===== config.mk =====
export PLATFORM = sky130hd
export DESIGN_NAME = tlbTop
export DESIGN_NICKNAME = d
export VERILOG_FILES = /design/src/rtl/tlbPkg.sv /design/src/rtl/tlbDatapath.sv /design/src/rtl/tlbControl.sv /design/src/rtl/tlbTop.sv
export SDC_FILE = /design/constraint.sdc
export NUM_CORES = 1
export LEC_CHECK = 0
export BUFFER_PORTS_ARGS = -buffer_cell sky130_fd_sc_hd__buf_4
export CAP_MARGIN = 10
export CORE_UTILIZATION = 60
export CTS_CLUSTER_SIZE = 10
export DETAILED_ROUTE_END_ITERATION = 8
export PLACE_DENSITY = 0.79
export SETUP_SLACK_MARGIN = 0.15
export SYNTH_ARGS = -nofsm -noshare
export SYNTH_HDL_FRONTEND = slang
export SYNTH_HIERARCHICAL = 1
export SYNTH_SLANG_ARGS = --single-unit

===== constraint.sdc =====
create_clock -name clk -period 5.7 [get_ports clk]
set_clock_uncertainty 0.1 [all_clocks]
set_input_delay 0.57 -clock clk [delete_from_list [all_inputs] [get_ports clk]]
set_output_delay 0.57 -clock clk [all_outputs]
set_load 0.01 [all_outputs]

===== src/rtl/tlbPkg.sv =====
package tlbPkg;

  typedef enum logic {
    CTL_IDLE = 1'b0,
    CTL_WAIT = 1'b1
  } ctlState_t;

  // strobes from control to datapath
  typedef struct packed {
    logic install;
    logic clearAll;
  } dpStrobe_t;

endpackage


===== src/rtl/tlbDatapath.sv =====
module tlbDatapath
  import tlbPkg::*;
#(
  parameter int VPN_W = 8,
  parameter int PPN_W = 6,
  parameter int SETS  = 4,
  parameter int WAYS  = 4
) (
  input  logic             clk,
  input  logic             rstN,
  input  dpStrobe_t        strobe,
  input  logic [VPN_W-1:0] lookupVpn,
  input  logic [VPN_W-1:0] fillVpn,
  input  logic [PPN_W-1:0] fillPpn,
  output logic             hitAny,
  output logic [PPN_W-1:0] hitPpn,
  output logic [WAYS-1:0]  matchVec
);

  localparam int IDX_W = $clog2(SETS);
  localparam int TAG_W = VPN_W - IDX_W;
  localparam int WAY_W = (WAYS > 1) ? $clog2(WAYS) : 1;
  localparam logic [WAY_W-1:0] LAST_WAY = WAY_W'(WAYS - 1);

  logic [WAYS-1:0]  validQ [SETS];
  logic [TAG_W-1:0] tagQ   [SETS][WAYS];
  logic [PPN_W-1:0] ppnQ   [SETS][WAYS];
  logic [WAY_W-1:0] rrQ    [SETS];

  logic [IDX_W-1:0] lookSet;
  logic [TAG_W-1:0] lookTag;
  logic [IDX_W-1:0] fillSet;
  logic [TAG_W-1:0] fillTag;
  logic [WAY_W-1:0] victimWay;
  logic             setFull;

  assign lookSet = lookupVpn[IDX_W-1:0];
  assign lookTag = lookupVpn[VPN_W-1:IDX_W];
  assign fillSet = fillVpn[IDX_W-1:0];
  assign fillTag = fillVpn[VPN_W-1:IDX_W];

  // parallel tag compare, one comparator per way
  generate
    for (genvar w = 0; w < WAYS; w++) begin : gCompare
      assign matchVec[w] = validQ[lookSet][w] && (tagQ[lookSet][w] == lookTag);
    end
  endgenerate

  // lowest-numbered matching way drives the result
  always_comb begin
    hitAny = |matchVec;
    hitPpn = '0;
    for (int w = WAYS - 1; w >= 0; w--) begin
      if (matchVec[w]) hitPpn = ppnQ[lookSet][w];
    end
  end

  // victim: first invalid way, else the set's round-robin pointer
  always_comb begin
    setFull   = &validQ[fillSet];
    victimWay = rrQ[fillSet];
    for (int w = WAYS - 1; w >= 0; w--) begin
      if (!validQ[fillSet][w]) victimWay = WAY_W'(w);
    end
  end

  always_ff @(posedge clk) begin
    if (!rstN) begin
      for (int s = 0; s < SETS; s++) begin
        validQ[s] <= '0;
        rrQ[s]    <= '0;
      end
    end else if (strobe.clearAll) begin
      for (int s = 0; s < SETS; s++) validQ[s] <= '0;
    end else if (strobe.install) begin
      validQ[fillSet][victimWay] <= 1'b1;
      if (setFull) begin
        rrQ[fillSet] <= (rrQ[fillSet] == LAST_WAY) ? '0 : rrQ[fillSet] + 1'b1;
      end
    end
  end

  // entry payload carries no reset; validQ qualifies it
  always_ff @(posedge clk) begin
    if (strobe.install && !strobe.clearAll) begin
      tagQ[fillSet][victimWay] <= fillTag;
      ppnQ[fillSet][victimWay] <= fillPpn;
    end
  end

endmodule


===== src/rtl/tlbControl.sv =====
module tlbControl
  import tlbPkg::*;
#(
  parameter int VPN_W = 8
) (
  input  logic             clk,
  input  logic             rstN,
  input  logic             lookupValid,
  input  logic [VPN_W-1:0] lookupVpn,
  input  logic             hitAny,
  input  logic             flush,
  input  logic             walkDone,
  input  logic             walkFault,
  output logic             missReq,
  output logic [VPN_W-1:0] missVpn,
  output logic             faultOut,
  output logic [VPN_W-1:0] fillVpn,
  output dpStrobe_t        strobe
);

  ctlState_t        stateQ;
  logic [VPN_W-1:0] pendVpnQ;
  logic             waiting;
  logic             walkBack;

  assign waiting  = (stateQ == CTL_WAIT);
  assign walkBack = waiting && walkDone && !flush;

  assign missReq  = !waiting && lookupValid && !hitAny;
  assign missVpn  = lookupVpn;
  assign faultOut = walkBack && walkFault;
  assign fillVpn  = pendVpnQ;

  always_comb begin
    strobe          = '0;
    strobe.clearAll = flush;
    strobe.install  = walkBack && !walkFault;
  end

  always_ff @(posedge clk) begin
    if (!rstN) begin
      stateQ   <= CTL_IDLE;
      pendVpnQ <= '0;
    end else begin
      unique case (stateQ)
        CTL_IDLE: begin
          if (missReq && !flush) begin
            stateQ   <= CTL_WAIT;
            pendVpnQ <= lookupVpn;
          end
        end
        CTL_WAIT: begin
          if (flush || walkDone) stateQ <= CTL_IDLE;
        end
        default: stateQ <= CTL_IDLE;
      endcase
    end
  end

endmodule


===== src/rtl/tlbTop.sv =====
module tlbTop
  import tlbPkg::*;
#(
  parameter int VPN_W = 8,
  parameter int PPN_W = 6,
  parameter int OFF_W = 6,
  parameter int SETS  = 4,
  parameter int WAYS  = 4
) (
  input  logic                   clk,
  input  logic                   rstN,
  input  logic                   lookupValid,
  input  logic [VPN_W-1:0]       lookupVpn,
  input  logic [OFF_W-1:0]       lookupOffset,
  output logic                   hit,
  output logic [PPN_W-1:0]       lookupPpn,
  output logic [PPN_W+OFF_W-1:0] physAddr,
  output logic                   missReq,
  output logic [VPN_W-1:0]       missVpn,
  input  logic                   walkDone,
  input  logic                   walkFault,
  input  logic [PPN_W-1:0]       walkPpn,
  output logic                   faultOut,
  input  logic                   flush
);

  dpStrobe_t        strobe;
  logic             hitAny;
  logic [PPN_W-1:0] hitPpn;
  logic [WAYS-1:0]  matchVec;
  logic [VPN_W-1:0] fillVpn;

  tlbControl #(.VPN_W(VPN_W)) uControl (
    .clk         (clk),
    .rstN        (rstN),
    .lookupValid (lookupValid),
    .lookupVpn   (lookupVpn),
    .hitAny      (hitAny),
    .flush       (flush),
    .walkDone    (walkDone),
    .walkFault   (walkFault),
    .missReq     (missReq),
    .missVpn     (missVpn),
    .faultOut    (faultOut),
    .fillVpn     (fillVpn),
    .strobe      (strobe)
  );

  tlbDatapath #(
    .VPN_W (VPN_W),
    .PPN_W (PPN_W),
    .SETS  (SETS),
    .WAYS  (WAYS)
  ) uDatapath (
    .clk       (clk),
    .rstN      (rstN),
    .strobe    (strobe),
    .lookupVpn (lookupVpn),
    .fillVpn   (fillVpn),
    .fillPpn   (walkPpn),
    .hitAny    (hitAny),
    .hitPpn    (hitPpn),
    .matchVec  (matchVec)
  );

  assign hit       = lookupValid && hitAny;
  assign lookupPpn = hit ? hitPpn : '0;
  assign physAddr  = {lookupPpn, lookupOffset};

endmodule


==> impl_results.md <==
- Status: finished, final reports clean
- Post-Syn Area: 9550 um^2
- Number of nets in the layout: 613
- # IOs: 55
- H-Tree Depth: 1
- Clk buf depth: 3
- Hold buffer count at cts: 0
- Hold depth: 1
- Unrepaired setup endpoints after global routing: false
- Slowest stage cell, crit path: mux4_2
- Hold Path Class: primary input to flip-flop
- Fin. Hold Viols: 0
- PnR worst setup slack: 1.34 ns
- IO buf count: 42
- Setup TNS: 0 ns
- Setup Fix Bufs, Post-CTS: 0
- CP peak stage delay: 0.57 ns
- Critical path cell sequence: buf_4, buf_4, mux4_2, xnor2_1, nand4_1, nor3_1, buf_4, nor2_1, nand2_1, and3_1, buf_4
- WP data required: 5.03 ns
- Die ar.: 16400 um^2
- Tcrit/Tclk final: 76.5%
- Slew Viols, Final: 0
- Most frequent CP cell: buf_4
- Final setup fails: 0
- CP Max Fanout: 37
- Share of post-route cells with drive strength above 1: 27.4%
- Post-CTS resize count: 0
- Critical path endpoint category: output port
- Initial core utilization: 62.2%
- Final Wtd Congestion: 0.882
- Worst VDD drop: 232 uV
- Worst relative slew slack: 46.0%
- Max-cap violations: 0
- Clock Latency Late Sink: 0.51 ns
- Die Height: 128 um
- DP HPWL: 11900 um
- Placed cells: 769
- Actual slew at the worst max-slew pin: 0.810 ns
- Warnings from Yosys: 6
- Clock root buffer master: clkbuf_16
- Mapped Cells: 545
- PD cells: 322 nW/um^2
- WP buf/inv: 4
- Leakage: 3.55 nW
- Syn nets: 572
- Min Clock Period, post-route: 4.36 ns
- Pre-CTS WS: 1.29 ns
- First-pass GRT wire length: 30200 um
- Post-DR vias/cell: 6.18
- DR WL/cell: 23.6 um
- GR Util met3: 3.88%
- WL final: 19300 um
- Clock transition at the registers of the reported paths: 0.06 ns
- Post-route ant nets: 0
- GR Util met1: 33.8%
- CTS tree: built
- Gr usage total: 25.3%
- First-pass DRT Iterations: 5
- Post-Layout Cell Count: 817
- Largest net degree at the start of global routing: 40
- Clock Sinks: 225
- Mapped Avg Cell Area: 17.5 um^2
- P&R area growth vs syn: 12.2%
- Crit Path Class: primary input to output port
- Global route overflow: 0
- R2r worst-path depth: 9
- Ant. Diodes: 0
- Rows: 45
- CP top delay family: buffers and inverters
- Fillers: 987
- Vias in the first global route: 5264
- Initial antenna violation count: 0
- Fmax: 0.229 GHz
- DR vias: 5045
- Crit. path cell count: 11
- GRT met2 Usage: 42.1%
- Core area: 15400 um^2
- Startpoint types: primary input
- DRT iter0 DRCs: 452
- Grt peak-use layer: met2
- CP arrival: 3.69 ns
- Num CTS Buffers: 26
- Drt drc: 0
- Die width: 128 um
-- cell type report --
class                           instances  area [um^2]  area share [%]
Inverter                               11         41.3           0.385
Multi-Input combinational cell        261         2690            25.1
Sequential cell                       225         6510            60.7
Timing Repair Buffer                   61          458            4.27
Tap cell                              211          264            2.46
Clock buffer                           48          764            7.13
-- stage by stage --
step                      power (mW)  instance area, um^2  util [%]  hold slack, ns
after global routing            3.55                10700      69.7           0.277
final                           3.45                10700      69.7           0.279
after floorplan                 1.95                 9550         -           0.369
after global placement          1.99                 9960      64.8           0.474
after CTS                       3.47                10700      69.7           0.264
after detailed placement        1.99                 9960      64.8           0.492
-- power by group --
group	internal, mW	switching [mW]
Sequential	1.80	0.0149
Clock	0.892	0.595
Combinational	0.0642	0.0823
Total	2.76	0.693
-- cell usage in the layout, fill, tap and decap left out, drive strengths merged, types with 5 or more instances in the layout --
cell / count
o21a: 16
a31o: 6
and3: 7
inv: 11
nor4: 7
nor2b: 23
clkbuf: 48
edfxtp: 200
o21ai: 5
dfxtp: 25
nor2: 20
buf: 61
xnor2: 15
mux4: 50
a31oi: 6
nand2: 28
xor2: 13
nand3b: 6
mux2i: 20
-- metal layers --
layer,routed length (um),part of all wire (%)
met2,9650,50
met5,0,0
met4,678,3.5
met1,7870,41
met3,1100,5.7
-- flip-flops by register name, indices dropped and copies added, names as in the netlist --
signal and cells:
uControl/stateQ 1, uDatapath/validQ 16, uDatapath/rrQ 8, uDatapath/tagQ 96, uControl/fillVpn 8, uDatapath/ppnQ 96
-- final timing paths --
| check | startpoint | to | slack [ns] |
|---|---|---|---|
| setup / recovery | lookupVpn[0] | lookupPpn[4] | 1.34 |
| setup reg to reg | uDatapath/tagQ[1][21]$_DFFE_PP_ | uControl/fillVpn[0]$_SDFFE_PN0P_ | 2.48 |
| hold / removal | walkPpn[3] | uDatapath/ppnQ[3][21]$_DFFE_PP_ | 0.28 |
| hold reg to reg | uDatapath/validQ[0][2]$_DFF_P_ | uDatapath/validQ[0][2]$_DFF_P_ | 0.51 |
Power figures use the tool's default switching activity.
